File: src/rtl/pfd_pkg.sv
// Package: shared constants and helpers for the phase-frequency detector.
// Assumes: two input channels, reference first.
package pfd_pkg;
    localparam int CH_REF = 0;
    localparam int CH_VCO = 1;
    localparam int N_CH   = 2;

    // single-ended output as drive level plus enable
    typedef struct packed {
        logic drive;
        logic oe;
    } se_out_t;

    // counter width that is at least one bit
    function automatic int cnt_width(input int limit);
        return (limit > 1) ? $clog2(limit) : 1;
    endfunction
endpackage

File: src/rtl/pfd_edge_sync.sv
// Module: pfd_edge_sync
// Brings one asynchronous level into the clock domain through STAGES flops
// and produces a one-clock pulse on each rising edge.
// Assumes: STAGES >= 2; the input is held long enough to be sampled.
module pfd_edge_sync #(
    parameter int STAGES = 2
) (
    input  logic clk,
    input  logic rst_n,
    input  logic async_in,
    output logic rise_o
);
    logic [STAGES:0] pipe_q;

    // shift the input through the synchronizer plus one history flop
    always_ff @(posedge clk) begin
        if (!rst_n) begin
            pipe_q <= '0;
        end else begin
            pipe_q <= {pipe_q[STAGES-1:0], async_in};
        end
    end

    // rising edge seen between the last synchronized stage and its history
    always_comb begin
        rise_o = pipe_q[STAGES-1] & ~pipe_q[STAGES];
    end


    rise_single_chk: assert property (@(posedge clk) disable iff (!rst_n)
        rise_o |=> !rise_o);
endmodule

File: src/rtl/pfd_core.sv
// Module: pfd_core
// Two-flag edge state machine. A reference edge sets ref_seen and an
// oscillator edge sets vco_seen. When both are set, a timer holds them for
// MIN_PULSE clocks and then clears both. An edge arriving on the clearing
// clock sets its flag again.
// Assumes: edge inputs are single-clock pulses; MIN_PULSE >= 1.
module pfd_core
    import pfd_pkg::*;
#(
    parameter int MIN_PULSE = 2
) (
    input  logic clk,
    input  logic rst_n,
    input  logic rise_ref,
    input  logic rise_vco,
    output logic ref_seen,
    output logic vco_seen
);
    localparam int CW = cnt_width(MIN_PULSE);
    localparam logic [CW-1:0] LAST = CW'(MIN_PULSE - 1);

    logic [CW-1:0] hold_q;
    logic          both;
    logic          release_now;

    // both flags up, and whether this clock ends the coincident pulse
    always_comb begin
        both        = ref_seen & vco_seen;
        release_now = both && (hold_q == LAST);
    end

    // flag update: set on edges, clear together after the hold time
    always_ff @(posedge clk) begin
        if (!rst_n) begin
            ref_seen <= 1'b0;
            vco_seen <= 1'b0;
        end else if (release_now) begin
            ref_seen <= rise_ref;
            vco_seen <= rise_vco;
        end else if (!both) begin
            ref_seen <= ref_seen | rise_ref;
            vco_seen <= vco_seen | rise_vco;
        end
    end

    // hold timer: counts clocks while both flags are set
    always_ff @(posedge clk) begin
        if (!rst_n) begin
            hold_q <= '0;
        end else if (both && !release_now) begin
            hold_q <= hold_q + 1'b1;
        end else begin
            hold_q <= '0;
        end
    end


    hold_range_chk: assert property (@(posedge clk) disable iff (!rst_n)
        hold_q <= LAST);

    generate
        if (MIN_PULSE > 1) begin : g_hold_check

            coincident_hold_chk: assert property (@(posedge clk) disable iff (!rst_n)
                (both && hold_q == '0) |=> (ref_seen && vco_seen));
        end
    endgenerate
endmodule

File: src/rtl/pfd_drive.sv
// Module: pfd_drive
// Decodes the two flags into the single-ended three-state output, the
// active-low pair and the lock flag. Purely combinational.
// Assumes: flags come straight from registers, so outputs are glitch-free.
module pfd_drive
    import pfd_pkg::*;
(
    input  logic ref_seen,
    input  logic vco_seen,
    output se_out_t se_o,
    output logic phi_r_n,
    output logic phi_v_n,
    output logic lock_o
);
    // active-low pair follows each flag
    always_comb begin
        phi_r_n = ~ref_seen;
        phi_v_n = ~vco_seen;
    end

    // single-ended: enabled when exactly one side is ahead; high when reference leads
    always_comb begin
        se_o.oe    = ref_seen ^ vco_seen;
        se_o.drive = ref_seen & ~vco_seen;
    end

    // lock: both outputs agree
    always_comb begin
        lock_o = ~(phi_r_n ^ phi_v_n);
    end
endmodule

File: src/rtl/pfd_lock_top.sv
// Module: pfd_lock_top
// Phase-frequency detector with three-state single-ended output, active-low
// double-ended outputs and lock flag, all from one flag state machine.
// Assumes: ref_in and vco_in are asynchronous, slower than clk/2.
module pfd_lock_top
    import pfd_pkg::*;
#(
    parameter int SYNC_STAGES = 2,
    parameter int MIN_PULSE   = 2
) (
    input  logic clk,
    input  logic rst_n,
    input  logic ref_in,
    input  logic vco_in,
    output logic pd_drive,
    output logic pd_oe,
    output logic phi_r_n,
    output logic phi_v_n,
    output logic lock
);
    logic [N_CH-1:0] raw_in;
    logic [N_CH-1:0] rise;
    logic            ref_seen;
    logic            vco_seen;
    se_out_t         se;

    // gather the inputs into channel order
    always_comb begin
        raw_in[CH_REF] = ref_in;
        raw_in[CH_VCO] = vco_in;
    end

    generate
        for (genvar ch = 0; ch < N_CH; ch++) begin : g_sync
            pfd_edge_sync #(.STAGES(SYNC_STAGES)) u_sync (
                .clk      (clk),
                .rst_n    (rst_n),
                .async_in (raw_in[ch]),
                .rise_o   (rise[ch])
            );
        end
    endgenerate

    pfd_core #(.MIN_PULSE(MIN_PULSE)) u_core (
        .clk      (clk),
        .rst_n    (rst_n),
        .rise_ref (rise[CH_REF]),
        .rise_vco (rise[CH_VCO]),
        .ref_seen (ref_seen),
        .vco_seen (vco_seen)
    );

    pfd_drive u_drive (
        .ref_seen (ref_seen),
        .vco_seen (vco_seen),
        .se_o     (se),
        .phi_r_n  (phi_r_n),
        .phi_v_n  (phi_v_n),
        .lock_o   (lock)
    );

    // unpack the single-ended output
    always_comb begin
        pd_drive = se.drive;
        pd_oe    = se.oe;
    end


    neg_pulse_chk: assert property (@(posedge clk) disable iff (!rst_n)
        (pd_oe && !pd_drive) |-> (!phi_v_n && phi_r_n));

    pos_pulse_chk: assert property (@(posedge clk) disable iff (!rst_n)
        (pd_oe && pd_drive) |-> (!phi_r_n && phi_v_n));

    coincident_hiz_chk: assert property (@(posedge clk) disable iff (!rst_n)
        (!phi_r_n && !phi_v_n) |-> !pd_oe);

    lock_low_chk: assert property (@(posedge clk) disable iff (!rst_n)
        !lock |-> pd_oe);

    reset_state_chk: assert property (@(posedge clk)
        !rst_n |=> (phi_r_n && phi_v_n && !pd_oe && lock));
endmodule

File: config.mk
export PLATFORM = sky130hd
export DESIGN_NAME = pfd_lock_top
export DESIGN_NICKNAME = d
export VERILOG_FILES = /design/src/rtl/pfd_pkg.sv /design/src/rtl/pfd_edge_sync.sv /design/src/rtl/pfd_core.sv /design/src/rtl/pfd_drive.sv /design/src/rtl/pfd_lock_top.sv
export SDC_FILE = /design/constraint.sdc
export NUM_CORES = 1
export LEC_CHECK = 0
export BUFFER_PORTS_ARGS = -buffer_cell sky130_fd_sc_hd__buf_2
export CORE_AREA = 10 10 47 49
export DETAILED_ROUTE_END_ITERATION = 7
export DIE_AREA = 0 0 57 59
export PLACE_DENSITY_LB_ADDON = 0.3
export SETUP_SLACK_MARGIN = 0.1
export SLEW_MARGIN = 20
export SYNTH_ARGS = -nofsm -noshare
export SYNTH_HDL_FRONTEND = slang
export SYNTH_SLANG_ARGS = --single-unit
File: constraint.sdc
create_clock -name clk -period 1.1 [get_ports clk]
set_input_delay 0 -clock clk [delete_from_list [all_inputs] [get_ports clk]]
set_output_delay 0 -clock clk [all_outputs]
set_load 0.05 [all_outputs]
==> impl_metrics.tcl <==
set metrics [dict create \
    final_hold_viol_count 0 \
    grt_max_degree 10 \
    cp_cell_sequence "inv_2 > ha_4 > clkinvlp_4 > buf_8" \
    maxSlewViolCount 0 \
    io_pins 9 \
    cap_violations 0 \
    num_rows 14 \
    wl_per_cell_um 10.0 \
    cp-start-kind "register" \
    synth_seq_area_share_pct 55.6 \
    die_height_um 59 \
    period_needed_ns 1.14 \
    area_delta_synth_final_pct 50.2 \
    violations "setup timing" \
    fin_area_sq_um 487 \
    insertion_delay_ns 0.26 \
    synthesis.area_sq_um 324 \
    required_ns 1.10 \
    dpl_cell_area_sq_um 400 \
    htree_levels 1 \
    final_common_cell "dfxtp_1" \
    start_util_pct 23.1 \
    ys_ff_latch 9 \
    finalHoldWorstSlack_ns 0.0160 \
    clockRootBuffer "clkbuf_4" \
    syn-num-nets 38 \
    setup_viol 2 \
    place_inst 56 \
    finalWorstSetupSlack_ns -0.0360 \
    slowest_delay_ns 0.33 \
    crit_slowest_cell "dfxtp_2" \
    min_path_type "in -> reg" \
    met2_usage_pct 5.27 \
    grt.total_usage_pct 4.16 \
    powerDensity_nw_per_um2 1500 \
    die_x_um 57 \
    nNetsFinal 55 \
    fin_crit_sh_pct 103 \
    cp-end-kind "output port" \
    syn_inst 32 \
    overflow 0 \
    routed_wl_um 643 \
    first_global_vias 247 \
    grtUsageMet1_pct 3.84 \
    grt_use_met3_pct 3.86 \
    path_class "reg -> out" \
    ys_warn_count 0 \
    drc_errors 0 \
    max_freq_mhz 880 \
    firstDrtPassIters 3 \
    place.gp.congestion 0.583 \
    rsz0062_at_grt "true" \
    coreArea_sq_um 1400 \
    cts_tree "built" \
    grt_busiest_layer "met2" \
    clk_pin_slew_ns 0.06 \
    io_buffers 8 \
    grt_antenna_before_repair 0 \
    power_leakage_nw 0.205 \
    finalNonFillerCells 64 \
    drive_gt1_share_pct 45.8 \
    status "finished, violations left" \
    clock-sinks 9 \
    tns_ns -0.0400 \
    synth_area_per_cell_sq_um 10.1 \
    slew_headroom_pct 83.3 \
    grt_pass1_wl_mm 1.02 \
    viasPerCell 3.91 \
    nFillCells 157 \
    ys_types 10 \
    clock_tree.buffer_depth 2 \
    path_max_fanout 2 \
    via_count 250 \
    worstMarginPinSlew_ns 0.253 \
    drt-initial-drc-count 1 \
    p_total_uw 731 \
    crit_arrival_ns 1.14 \
    final_cell_mix "7 x dfxtp_1, 6 x and2_1, 5 x buf_4, 4 x buf_2" \
    fin_skew_ns 0.00272 \
    ant_nets 0 \
    antenna_cells 0 \
    vdd_drop_max_mv 0.500 \
    cts_buffers 3 \
    dieArea_sq_um 3360 \
]
logic make-up after synthesis:
logic type | share of synthesized area [%]
buffers and inverters | 4.63
and+or+nand+nor | 25.9
DFF | 55.6
AOI/OAI and AO/OA | 6.18
adders and majority gates | 7.72
cells in the mapped netlist:
| cell | n | area [sq um] |
|---|---|---|
| dfxtp_1 | 9 | 180 |
| and2_1 | 6 | 37.5 |
| inv_1 | 4 | 15.0 |
| nor2_1 | 3 | 11.3 |
| a21oi_1 | 2 | 10.0 |
| ha_1 | 2 | 25.0 |
| nor2b_2 | 2 | 17.5 |
| o21ai_1 | 2 | 10.0 |
| nand2_1 | 1 | 3.75 |
| nand2b_4 | 1 | 13.8 |
per-stage QoR:
stage / utilization [%] / setup slack, ns
after CTS: 33.8 / -0.0482
final: 34.7 / -0.0360
after global placement: 28.6 / 0.0728
after floorplan: - / -0.196
after global routing: 34.7 / -0.0923
after detailed placement: 28.6 / 0.0449
path summary, 6_finish.rpt:
check / startpoint / slack [ns] / to / depth (start not counted)
worst max register to register: u_core.vco_seen$_SDFFE_PN0P_ / 0.10 / u_core.ref_seen$_SDFFE_PN0P_ / 5
worst max-delay path: u_core.vco_seen$_SDFFE_PN0P_ / -0.04 / pd_oe / 4
worst min register to register: g_sync[0].u_sync.pipe_q[0]$_SDFF_PN0_ / 0.43 / g_sync[0].u_sync.pipe_q[1]$_SDFF_PN0_ / 1
worst min-delay path: rst_n / 0.02 / u_core.hold_q$_SDFF_PN0_ / 3
per-layer routing:
layer,up-vias,part of all wire (%)
li1,130,-
met1,106,40
met2,12,42
met3,2,16
met4,0,2.6
met5,-,0
power by group:
| group | switching [mW] | leakage, nW | internal, mW |
|---|---|---|---|
| Sequential | 0.00698 | 0.0749 | 0.338 |
| Combinational | 0.0759 | 0.115 | 0.0530 |
| Clock | 0.117 | 0.0150 | 0.140 |
| Total | 0.200 | 0.205 | 0.531 |
timing repair:
action | in CTS | in global routing
hold buffers | 2 | 0
pin swaps | 1 | 1
resized for setup | 9 | 2
hold endpoints to repair | 2 | 0
setup endpoints to repair | 5 | 4
buffers inserted | 1 | 1
layout make-up:
type	count	area, sq um	area share, %
Inverter	4	18.8	3.86
Clock buffer	4	26.3	5.40
Sequential cell	9	185	38.0
Multi-Input combinational cell	19	144	29.6
Timing Repair Buffer	12	92.6	19.0
Tap cell	16	20.0	4.11
flip-flops by register name, summed over array words and instances (netlist names):
| name | count |
|---|---|
| u_core.ref_seen | 1 |
| u_core.vco_seen | 1 |
| g_sync.u_sync.pipe_q | 6 |
| u_core.hold_q | 1 |
critical path, delay by kind of cell (launching register included):
family     cells  cell delay [ns]
flops          1             0.33
buf+inv        3             0.28
fa+ha+maj      1             0.28
Power figures use the tool's default switching activity.
